===== src/rtl/updn_pkg.sv =====
package updn_pkg;
  timeunit 1ns;
  timeprecision 1ps;

  localparam int DIGITS    = 5;                       // tree depth the address can hold
  localparam int MAX_CHILD = 4;                       // children per switch
  localparam int DIG_W     = $clog2(MAX_CHILD + 1);   // digit holds 0 (none) .. MAX_CHILD
  localparam int AW        = DIGITS * DIG_W;
  localparam int LVW       = $clog2(DIGITS + 1);

  typedef logic [AW-1:0] addr_t;

  // depth of an address: index of its first zero digit
  function automatic int level_of(addr_t a);
    int lv;
    lv = DIGITS;
    for (int i = DIGITS - 1; i >= 0; i--) begin
      if (a[i*DIG_W +: DIG_W] == '0) lv = i;
    end
    return lv;
  endfunction

  // ones over the digits shallower than depth d
  function automatic addr_t low_mask(int d);
    addr_t m;
    m = '0;
    for (int k = 0; k < AW; k++) begin
      if (k < d * DIG_W) m[k] = 1'b1;
    end
    return m;
  endfunction
endpackage


===== src/rtl/updn_sc_probe.sv =====
module updn_sc_probe
  import updn_pkg::*;
#(
  parameter addr_t A_ADDR = '0,
  parameter addr_t B_ADDR = '0
) (
  input  addr_t          here_addr,
  input  addr_t          dst_addr,
  output logic           hit,
  output logic [LVW-1:0] far_lvl
);
  timeunit 1ns;
  timeprecision 1ps;

  localparam int    LA = level_of(A_ADDR);
  localparam int    LB = level_of(B_ADDR);
  localparam addr_t MA = low_mask(LA);
  localparam addr_t MB = low_mask(LB);

  logic at_a, at_b, cov_a, cov_b;

  assign at_a  = (here_addr == A_ADDR);
  assign at_b  = (here_addr == B_ADDR);
  // far end is the destination or one of its ancestors
  assign cov_a = ((dst_addr & MA) == A_ADDR);
  assign cov_b = ((dst_addr & MB) == B_ADDR);

  assign hit     = (at_a && cov_b) || (at_b && cov_a);
  assign far_lvl = at_a ? LVW'(LB) : LVW'(LA);
endmodule


===== src/rtl/updn_sc_pick.sv =====
module updn_sc_pick
  import updn_pkg::*;
#(
  parameter int NSC = 6
) (
  input  logic [NSC-1:0]     hit,
  input  logic [NSC*LVW-1:0] lvl,
  output logic [NSC-1:0]     grant
);
  timeunit 1ns;
  timeprecision 1ps;

  // deepest far end wins; strict compare keeps the lower index on a tie
  always_comb begin
    logic           have;
    logic [LVW-1:0] best;
    grant = '0;
    have  = 1'b0;
    best  = '0;
    for (int j = 0; j < NSC; j++) begin
      if (hit[j] && (!have || lvl[j*LVW +: LVW] > best)) begin
        grant    = '0;
        grant[j] = 1'b1;
        have     = 1'b1;
        best     = lvl[j*LVW +: LVW];
      end
    end
  end
endmodule


===== src/rtl/updn_tree_step.sv =====
module updn_tree_step
  import updn_pkg::*;
(
  input  addr_t                here_addr,
  input  addr_t                dst_addr,
  output logic                 is_self,
  output logic                 in_sub,
  output logic [MAX_CHILD-1:0] child_oh
);
  timeunit 1ns;
  timeprecision 1ps;

  logic [DIG_W-1:0] branch;

  always_comb begin
    logic found;
    found  = 1'b0;
    in_sub = 1'b0;
    branch = '0;
    for (int i = 0; i < DIGITS; i++) begin
      if (!found && here_addr[i*DIG_W +: DIG_W] == '0) begin
        found  = 1'b1;
        branch = dst_addr[i*DIG_W +: DIG_W];
        in_sub = ((dst_addr & low_mask(i)) == here_addr) && (branch != '0);
      end
    end
  end

  assign is_self = (here_addr == dst_addr);

  for (genvar k = 0; k < MAX_CHILD; k++) begin : g_child
    assign child_oh[k] = in_sub && (branch == DIG_W'(k + 1));
  end
endmodule


===== src/rtl/updn_locate.sv =====
module updn_locate
  import updn_pkg::*;
#(
  parameter int                    N_NODES  = 16,
  parameter logic [N_NODES*AW-1:0] NODE_TAB = '0
) (
  input  addr_t here_addr,
  output logic  known
);
  timeunit 1ns;
  timeprecision 1ps;

  logic [N_NODES-1:0] match;

  for (genvar n = 0; n < N_NODES; n++) begin : g_node
    assign match[n] = (here_addr == NODE_TAB[n*AW +: AW]);
  end

  assign known = |match;
endmodule


===== src/rtl/updn_route.sv =====
module updn_route
  import updn_pkg::*;
#(
  parameter int N_NODES = 16,
  parameter int ROOT    = 5,
  parameter int NSC     = 6,
  // parent of switch n at [4n+3:4n]; the root's own entry is ignored
  parameter logic [N_NODES*$clog2(N_NODES)-1:0] PARENT =
    {4'd13, 4'd11, 4'd9, 4'd7, 4'd7, 4'd4, 4'd3, 4'd2,
     4'd1,  4'd8,  4'd5, 4'd0, 4'd0, 4'd5, 4'd5, 4'd5},
  // shortcut j joins SC_END_A[j] and SC_END_B[j]
  parameter logic [NSC*$clog2(N_NODES)-1:0] SC_END_A =
    {4'd1, 4'd10, 4'd14, 4'd15, 4'd12, 4'd11},
  parameter logic [NSC*$clog2(N_NODES)-1:0] SC_END_B =
    {4'd3, 4'd14, 4'd4, 4'd2, 4'd8, 4'd10},
  localparam int NPORT = 2 + MAX_CHILD + NSC
) (
  input  logic [AW-1:0]    here_addr,
  input  logic [AW-1:0]    dst_addr,
  input  logic             in_down,
  output logic [NPORT-1:0] out_sel,
  output logic             out_down,
  output logic             route_err
);
  timeunit 1ns;
  timeprecision 1ps;

  localparam int NID_W       = $clog2(N_NODES);
  localparam int PORT_LOCAL  = 0;
  localparam int PORT_PARENT = 1;
  localparam int CHILD_BASE  = 2;
  localparam int SC_BASE     = CHILD_BASE + MAX_CHILD;

  function automatic int parent_of(int n);
    return int'(PARENT[n*NID_W +: NID_W]);
  endfunction

  // 1-based rank of n among its siblings, by switch number
  function automatic int ordinal(int n);
    int r;
    r = 1;
    for (int m = 0; m < N_NODES; m++) begin
      if (m < n && m != ROOT && parent_of(m) == parent_of(n)) r++;
    end
    return r;
  endfunction

  function automatic logic [N_NODES*AW-1:0] build_tab();
    logic [N_NODES*AW-1:0] t;
    logic [N_NODES-1:0]    done;
    addr_t                 a;
    int                    p, lv;
    t    = '0;
    done = '0;
    done[ROOT] = 1'b1;
    for (int pass = 0; pass < DIGITS; pass++) begin
      for (int n = 0; n < N_NODES; n++) begin
        p = parent_of(n);
        if (!done[n] && done[p]) begin
          a  = t[p*AW +: AW];
          lv = level_of(a);
          if (lv < DIGITS) a[lv*DIG_W +: DIG_W] = DIG_W'(ordinal(n));
          t[n*AW +: AW] = a;
          done[n]       = 1'b1;
        end
      end
    end
    return t;
  endfunction

  localparam logic [N_NODES*AW-1:0] NODE_TAB = build_tab();

  logic                 here_known;
  logic                 is_self;
  logic                 in_sub;
  logic [MAX_CHILD-1:0] child_oh;
  logic [NSC-1:0]       sc_hit;
  logic [NSC*LVW-1:0]   sc_lvl;
  logic [NSC-1:0]       sc_grant;

  updn_locate #(
    .N_NODES (N_NODES),
    .NODE_TAB(NODE_TAB)
  ) u_locate (
    .here_addr(here_addr),
    .known    (here_known)
  );

  updn_tree_step u_step (
    .here_addr(here_addr),
    .dst_addr (dst_addr),
    .is_self  (is_self),
    .in_sub   (in_sub),
    .child_oh (child_oh)
  );

  for (genvar j = 0; j < NSC; j++) begin : g_sc
    localparam int EA = int'(SC_END_A[j*NID_W +: NID_W]);
    localparam int EB = int'(SC_END_B[j*NID_W +: NID_W]);
    updn_sc_probe #(
      .A_ADDR(NODE_TAB[EA*AW +: AW]),
      .B_ADDR(NODE_TAB[EB*AW +: AW])
    ) u_probe (
      .here_addr(here_addr),
      .dst_addr (dst_addr),
      .hit      (sc_hit[j]),
      .far_lvl  (sc_lvl[j*LVW +: LVW])
    );
  end

  updn_sc_pick #(
    .NSC(NSC)
  ) u_pick (
    .hit  (sc_hit),
    .lvl  (sc_lvl),
    .grant(sc_grant)
  );

  always_comb begin
    out_sel   = '0;
    out_down  = in_down;
    route_err = 1'b0;
    if (!here_known) begin
      route_err = 1'b1;
    end else if (is_self) begin
      out_sel[PORT_LOCAL] = 1'b1;
    end else if (in_sub) begin
      if (child_oh == '0) begin
        route_err = 1'b1;
      end else begin
        out_sel[CHILD_BASE +: MAX_CHILD] = child_oh;
        out_down = 1'b1;
      end
    end else if (in_down) begin
      route_err = 1'b1;
    end else if (sc_grant != '0) begin
      out_sel[SC_BASE +: NSC] = sc_grant;
      out_down = 1'b0;
    end else begin
      out_sel[PORT_PARENT] = 1'b1;
      out_down = 1'b0;
    end
  end
endmodule


===== config.mk =====
export PLATFORM = sky130hd
export DESIGN_NAME = updn_route
export DESIGN_NICKNAME = d
export VERILOG_FILES = /design/src/rtl/updn_pkg.sv /design/src/rtl/updn_sc_probe.sv /design/src/rtl/updn_sc_pick.sv /design/src/rtl/updn_tree_step.sv /design/src/rtl/updn_locate.sv /design/src/rtl/updn_route.sv
export SDC_FILE = /design/constraint.sdc
export NUM_CORES = 1
export LEC_CHECK = 0
export BUFFER_PORTS_ARGS = -buffer_cell sky130_fd_sc_hd__buf_4
export CAP_MARGIN = 20
export CORE_MARGIN = 4
export CORE_UTILIZATION = 54
export DETAILED_ROUTE_END_ITERATION = 10
export GPL_TIMING_DRIVEN = 0
export PLACE_DENSITY_LB_ADDON = 0.12
export SYNTH_ARGS = -nofsm -noshare
export SYNTH_HDL_FRONTEND = slang
export SYNTH_HIERARCHICAL = 1
export SYNTH_SLANG_ARGS = --single-unit
export TNS_END_PERCENT = 10

===== constraint.sdc =====
create_clock -name vclk -period 6.4
set_clock_uncertainty 0.15 [all_clocks]
set_input_delay 0 -clock vclk [all_inputs]
set_output_delay 0 -clock vclk [all_outputs]
set_load 0.01 [all_outputs]

Word level (Yosys, flattened, before mapping)
Index checks and enable logic that the tools add are counted.
Word-level totals
  output and inout bits: 14
  register bits after elaboration: 0
  input bits: 31
Operators by class
  mux-type cells: 59
  bitwise operators: 4
  order comparisons: 5
  reduce and logical (&&, ||, !) cells: 64
  equal/unequal tests: 34
Operators by type and width (number)
  15-bit == test: 5
  15-bit by 7-bit == test with 1-bit output (second input constant): 4
  6-bit 2-to-1 mux: 8
  15-bit by 4-bit == test with 1-bit output (second input constant): 3
  1-bit 2-to-1 mux: 33
  3-bit 2-to-1 mux: 11
  15-bit by 10-bit == test with 1-bit output (second input constant): 2
  15-bit by 13-bit == test with 1-bit output (second input constant): 2
  15-bit by 2-bit == test with 1-bit output (second input constant): 2
  1-bit logical AND: 30
  9-bit by 7-bit == test with 1-bit output (second input constant): 2
  16-bit OR reduction: 1
  15-bit by 12-bit bitwise AND with 15-bit output: 1
  15-bit by 3-bit bitwise AND with 15-bit output: 1
  15-bit by 6-bit bitwise AND with 15-bit output: 1
  15-bit by 9-bit bitwise AND with 15-bit output: 1
  15-bit by 1-bit == test with 1-bit output (second input constant): 1
  15-bit by 5-bit == test with 1-bit output (second input constant): 1
  15-bit by 8-bit == test with 1-bit output (second input constant): 1
  15-bit logical NOT: 1
  3-bit logical NOT: 5
  3-bit nonzero test: 5
  12-bit by 10-bit == test with 1-bit output (second input constant): 1
  3-bit by 2-bit == test with 1-bit output (second input constant): 4
  other kinds (17): 40

Longest topological paths before layout
  depth in word-level cells: 30
  depth in mapped cells: 36
  depth with buffers taken out: 35

By module
The synthesis kept the hierarchy.
By module, submodules not included
  updn_sc_pick: area an instance 705.7 um2, times used 1, sequential area each 0.0 um2, cells an instance 91
  updn_tree_step: area an instance 534.3 um2, times used 1, sequential area each 0.0 um2, cells an instance 70
  updn_sc_probe (g_sc[3].u_probe): area an instance 170.2 um2, times used 1, sequential area each 0.0 um2, cells an instance 20
  updn_route: area an instance 158.9 um2, times used 1, sequential area each 0.0 um2, cells an instance 21
  updn_sc_probe (g_sc[2].u_probe): area an instance 156.4 um2, times used 1, sequential area each 0.0 um2, cells an instance 20
  updn_sc_probe (g_sc[4].u_probe): area an instance 151.4 um2, times used 1, sequential area each 0.0 um2, cells an instance 18
  updn_locate: area an instance 141.4 um2, times used 1, sequential area each 0.0 um2, cells an instance 17
  updn_sc_probe (g_sc[5].u_probe): area an instance 133.9 um2, times used 1, sequential area each 0.0 um2, cells an instance 15
  updn_sc_probe (g_sc[0].u_probe): area an instance 126.4 um2, times used 1, sequential area each 0.0 um2, cells an instance 17
  updn_sc_probe (g_sc[1].u_probe): area an instance 120.1 um2, times used 1, sequential area each 0.0 um2, cells an instance 16

Worst setup path before layout
OpenSTA, ideal clock, no wires.
  path type: input to output
  from: in here_addr[11]
  to: out out_sel[1]
  data arrival time: 6198 ps
  path slack: 52 ps
  buffers on the path: 0
  stages on the path: 35
  path through: nor4b_2 -> nand4_1 -> or3b_1 -> inv_1 -> ha_1 -> and3b_1 -> o21ai_2 -> a21oi_2 -> a22o_1 -> ha_1 -> and3_1 -> a21oi_1 -> o21a_1 -> a221o_1 -> o21ai_0 -> ha_1 -> and3_1 -> a211oi_2 -> nor2_2 -> o21a_1 -> a21oi_1 -> ha_1 -> a21oi_1 -> nand3b_2 -> and2_4 -> a22o_1 -> a31oi_1 -> ha_1 -> nor2b_1 -> o21a_1 -> o211ai_1 -> nand4_1 -> nor3b_1 -> nor4_1 -> and3_1
RTL lines
  start, declared: line updn_route.sv:18  | input logic [AW-1:0] here_addr,
  15-bit by 8-bit == test with 1-bit output (*): line updn_sc_probe.sv:22  | assign at_a = (here_addr == A_ADDR);
  1-bit 2-to-1 mux (*): line updn_sc_probe.sv:29  | assign far_lvl = at_a ? LVW'(LB) : LVW'(LA);
  net sc_lvl[3]: line updn_route.sv:78  | logic [NSC*LVW-1:0] sc_lvl;
  2-bit greater-than comparator: line updn_sc_pick.sv:21  | if (hit[j] && (!have || lvl[j*LVW +: LVW] > best)) begin
  1-bit logical OR: line updn_sc_pick.sv:21
  1-bit logical AND: line updn_sc_pick.sv:21
  2-bit 2-to-1 mux or 1-bit 2-to-1 mux (tied branches): line updn_sc_pick.sv:21
  3-bit by 2-bit greater-than comparator with 1-bit output or 1-bit logical NOT (tied branches): line updn_sc_pick.sv:21
  (+14 left out)
  6-bit 2-to-1 mux (*): line updn_sc_pick.sv:21
  net sc_grant[0]: line updn_route.sv:79  | logic [NSC-1:0] sc_grant;
  6-bit nonzero test (*): line updn_route.sv:136  | end else if (sc_grant != '0) begin
  1-bit 2-to-1 mux (*): line updn_route.sv:136
  1-bit 2-to-1 mux (*): line updn_route.sv:134  | end else if (in_down) begin
  1-bit 2-to-1 mux (*): line updn_route.sv:127  | end else if (in_sub) begin
  11-bit 2-to-1 mux (*): line updn_route.sv:125  | end else if (is_self) begin
  12-bit 2-to-1 mux (*): line updn_route.sv:123  | if (!here_known) begin
  end, declared: line updn_route.sv:21  | output logic [NPORT-1:0] out_sel,
Mark *: on every way through the listed nets, which the timed path passes. The rest lies on a longest branch.

Worst setup path in the final report
  from: in here_addr[4]
  to: out out_sel[1]
The elaborated chain is that of the path after synthesis.

==> results.toml <==
[power]
sequentialPowerShare = 0
ir_drop_mv = 0.0365
combinationalPowerShare = 1.000
p_total_uw = 129
clkPwrFrac = 0
p_leak_nw = 1.33
p_sw_uw = 71.8
internal-power_uw = 57.1
power.density_nw_per_um2 = 37.1
swShare = 0.557

[global_route]
grt_start_max_net_pins = 21
grt_usage = 0.306
grtUsageMet1 = 0.424
antenna_found_initial = 0
grt-busiest-layer = "met2"
globalRoute.totalOverflow = 0
use_met3 = 0.0120
grt_util_met2 = 0.528
grt_pass1_vias = 2754
grt_pass1_wl_microns = 13700

[finish]
seq_cell_count = 0
nets = 434
syn2layout_area_growth_pct = 44.7
drive_gt1_frac = 0.453
n_antenna_cell = 0
clkbuf_count = 0
final-seq-area_sq_um = 0

[timing]
drv_slew = 0
whs_ns = 0.131
worstMarginPinSlew_ns = 0.974
max_freq_mhz = 138
hold_viol = 0
final.period_utilization = 1.13
layout_setup_ws_ns = -0.841
setup_violations = 7
max_slew_margin = 0.345
rsz0062_at_grt = "yes"
fin_crit_ns = 7.24

[setup_path]
critPathCapture = "out_sel[1]"
startpoint_type = "input pin"
worst-setup-path-type = "input pin to output pin"
critPathMaxFanout = 7
crit_slowest_cell = "or3b_4"
cp.arrival_ns = 7.09
path_depth = 38
critical_path_required_ns = 6.25
worstSetupEndpointType = "output pin"
critPathLaunch = "here_addr[4]"
critPathTopFamily = "compound AO/OA/AOI/OAI gates"
cpPeakStageDelay_ns = 0.46
crit_buf_inv = 4

[route]
via_count = 3053
postRouteAntennaNets = 0
wire_per_inst_microns = 21.2
first_pass_iters = 5
vias_per_cell = 7.00
drt_iter0_drc = 372
remaining_drc_errors = 0
totalWireLength_microns = 9250

[floorplan]
die_h_microns = 74.6
io_pins = 45
die-area_sq_um = 5570
fp.coreArea_sq_um = 4140
rows = 23
start_util = 0.579
fp.dieW_microns = 74.6

[place]
hpwl_microns = 5290
port_buffers = 45
place.gp.congestion = 0.892

[hold_path]
hold_path.class = "input pin to output pin"

[logic_synthesis]
yosysSeqAreaShare = 0
synth_area_sq_um = 2400
syn_avg_cell_area_sq_um = 7.86
yosys_warnings = 6
yosys.area.top_type_share = 0.0782
syn_inst = 305
synth_cell_types = 76
yosysTopAreaCell = "ha_1"
synthTopCellsByArea = "ha_1 7.8%, buf_4 4.4%, nor4b_2 4.4%, nand4_1 4.2%, nor4b_1 4.0%"

[outcome]
violations = "negative setup slack"
status = "finished, violations left"

[run]
cap_viol_max_count = 0

[clock_network]
hold_buffers = 0
## worst min path at each step
stage                     startpoint       end  slack (ns)  cells past startpoint
after CTS                    in_down  out_down        0.13                      3
after detailed placement     in_down  out_down        0.13                      3
final                        in_down  out_down        0.13                      3
after floorplan              in_down  out_down       -0.06                      1
after global routing         in_down  out_down        0.14                      3
after global placement       in_down  out_down        0.13                      3
## cells in the mapped netlist, drive strengths merged, types with 2 or more instances
cell type and instances:
a21oi 11, and3b 3, o211ai 3, a22oi 4, and2 13, a2111oi 4, or3b 3, xnor2 11
and3 3, nand2 13, and4bb 6, ha 15, a31oi 3, nand3 9, xor2 4, a211oi 3
nor3b 4, or3 8, nand4b 2, a221o 3, or4b 2, nand3b 7, inv 14, nor4 15
o21a 6, a22o 5, nor4b 21, nor2b 4, nor3 14, or4 4, o21ai 6, a2bb2oi 2
nand4 17, a21o 2, nand2b 3, conb 8, buf 15, nor2 19, o22ai 3, mux2i 2
nor4bb 3
## power groups by stage
stage          sequential [mW]  clock (mW)  combinational [mW]
2_1_floorplan                0           0              0.0506
3_3_place_gp                 0           0               0.103
3_5_place_dp                 0           0               0.104
4_1_cts                      0           0               0.117
5_1_grt                      0           0               0.136
6_report                     0           0               0.129
## logic make-up after synthesis
family,count (synthesis),share of synthesized area
compound gates,61,0.220
mux,2,0.00835
other cells,8,0.0125
xor+xnor,15,0.0548
buf+inv,29,0.0704
fa+ha+maj,15,0.0782
simple gates,175,0.556
## cell type report
class                      count  area (sq um)
multi-input combinational    277          2520
timing repair buffer          80           717
fill                         244           673
buffer                        15           116
tap                           50          62.6
inverter                      14          52.6
## per-stage QoR
step / utilization / instances / cell area [sq um] / setup slack (ns) / TNS, ns
after floorplan: - / 306 / 2400 / 0.0524 / 0
after global placement: 0.676 / 401 / 2800 / -1.10 / -6.01
after detailed placement: 0.676 / 401 / 2800 / -1.10 / -6.02
after CTS: 0.787 / 428 / 3260 / -0.397 / -1.47
after global routing: 0.838 / 436 / 3470 / -1.05 / -5.73
final: 0.838 / 436 / 3470 / -0.841 / -4.44
## per-layer routing
metal,share of wire,wire (microns)
met1,0.38,3500
met2,0.48,4400
met3,0.11,981
met4,0.039,359
met5,0,0
## placed cells by master (no fill, tap or decap), drive strengths merged, types with 6 or more instances in the layout
master	instances
nor2	19
o21a	6
ha	15
buf	95
nand4	17
nand3b	7
or3	8
and2	13
nand3	9
nor4b	21
conb	9
xnor2	11
nor3	14
inv	14
o21ai	6
a21oi	11
and4bb	6
nor4	15
nand2	13
## timing repair
item	4_1_cts	5_1_grt
endpoints found under the setup margin	7	7
cloned	0	0
endpoints found under the hold margin	0	0
pin swaps	39	31
setup buffers	27	8
gates resized for setup	54	25
No activity file was read; power rests on OpenSTA's default activity.
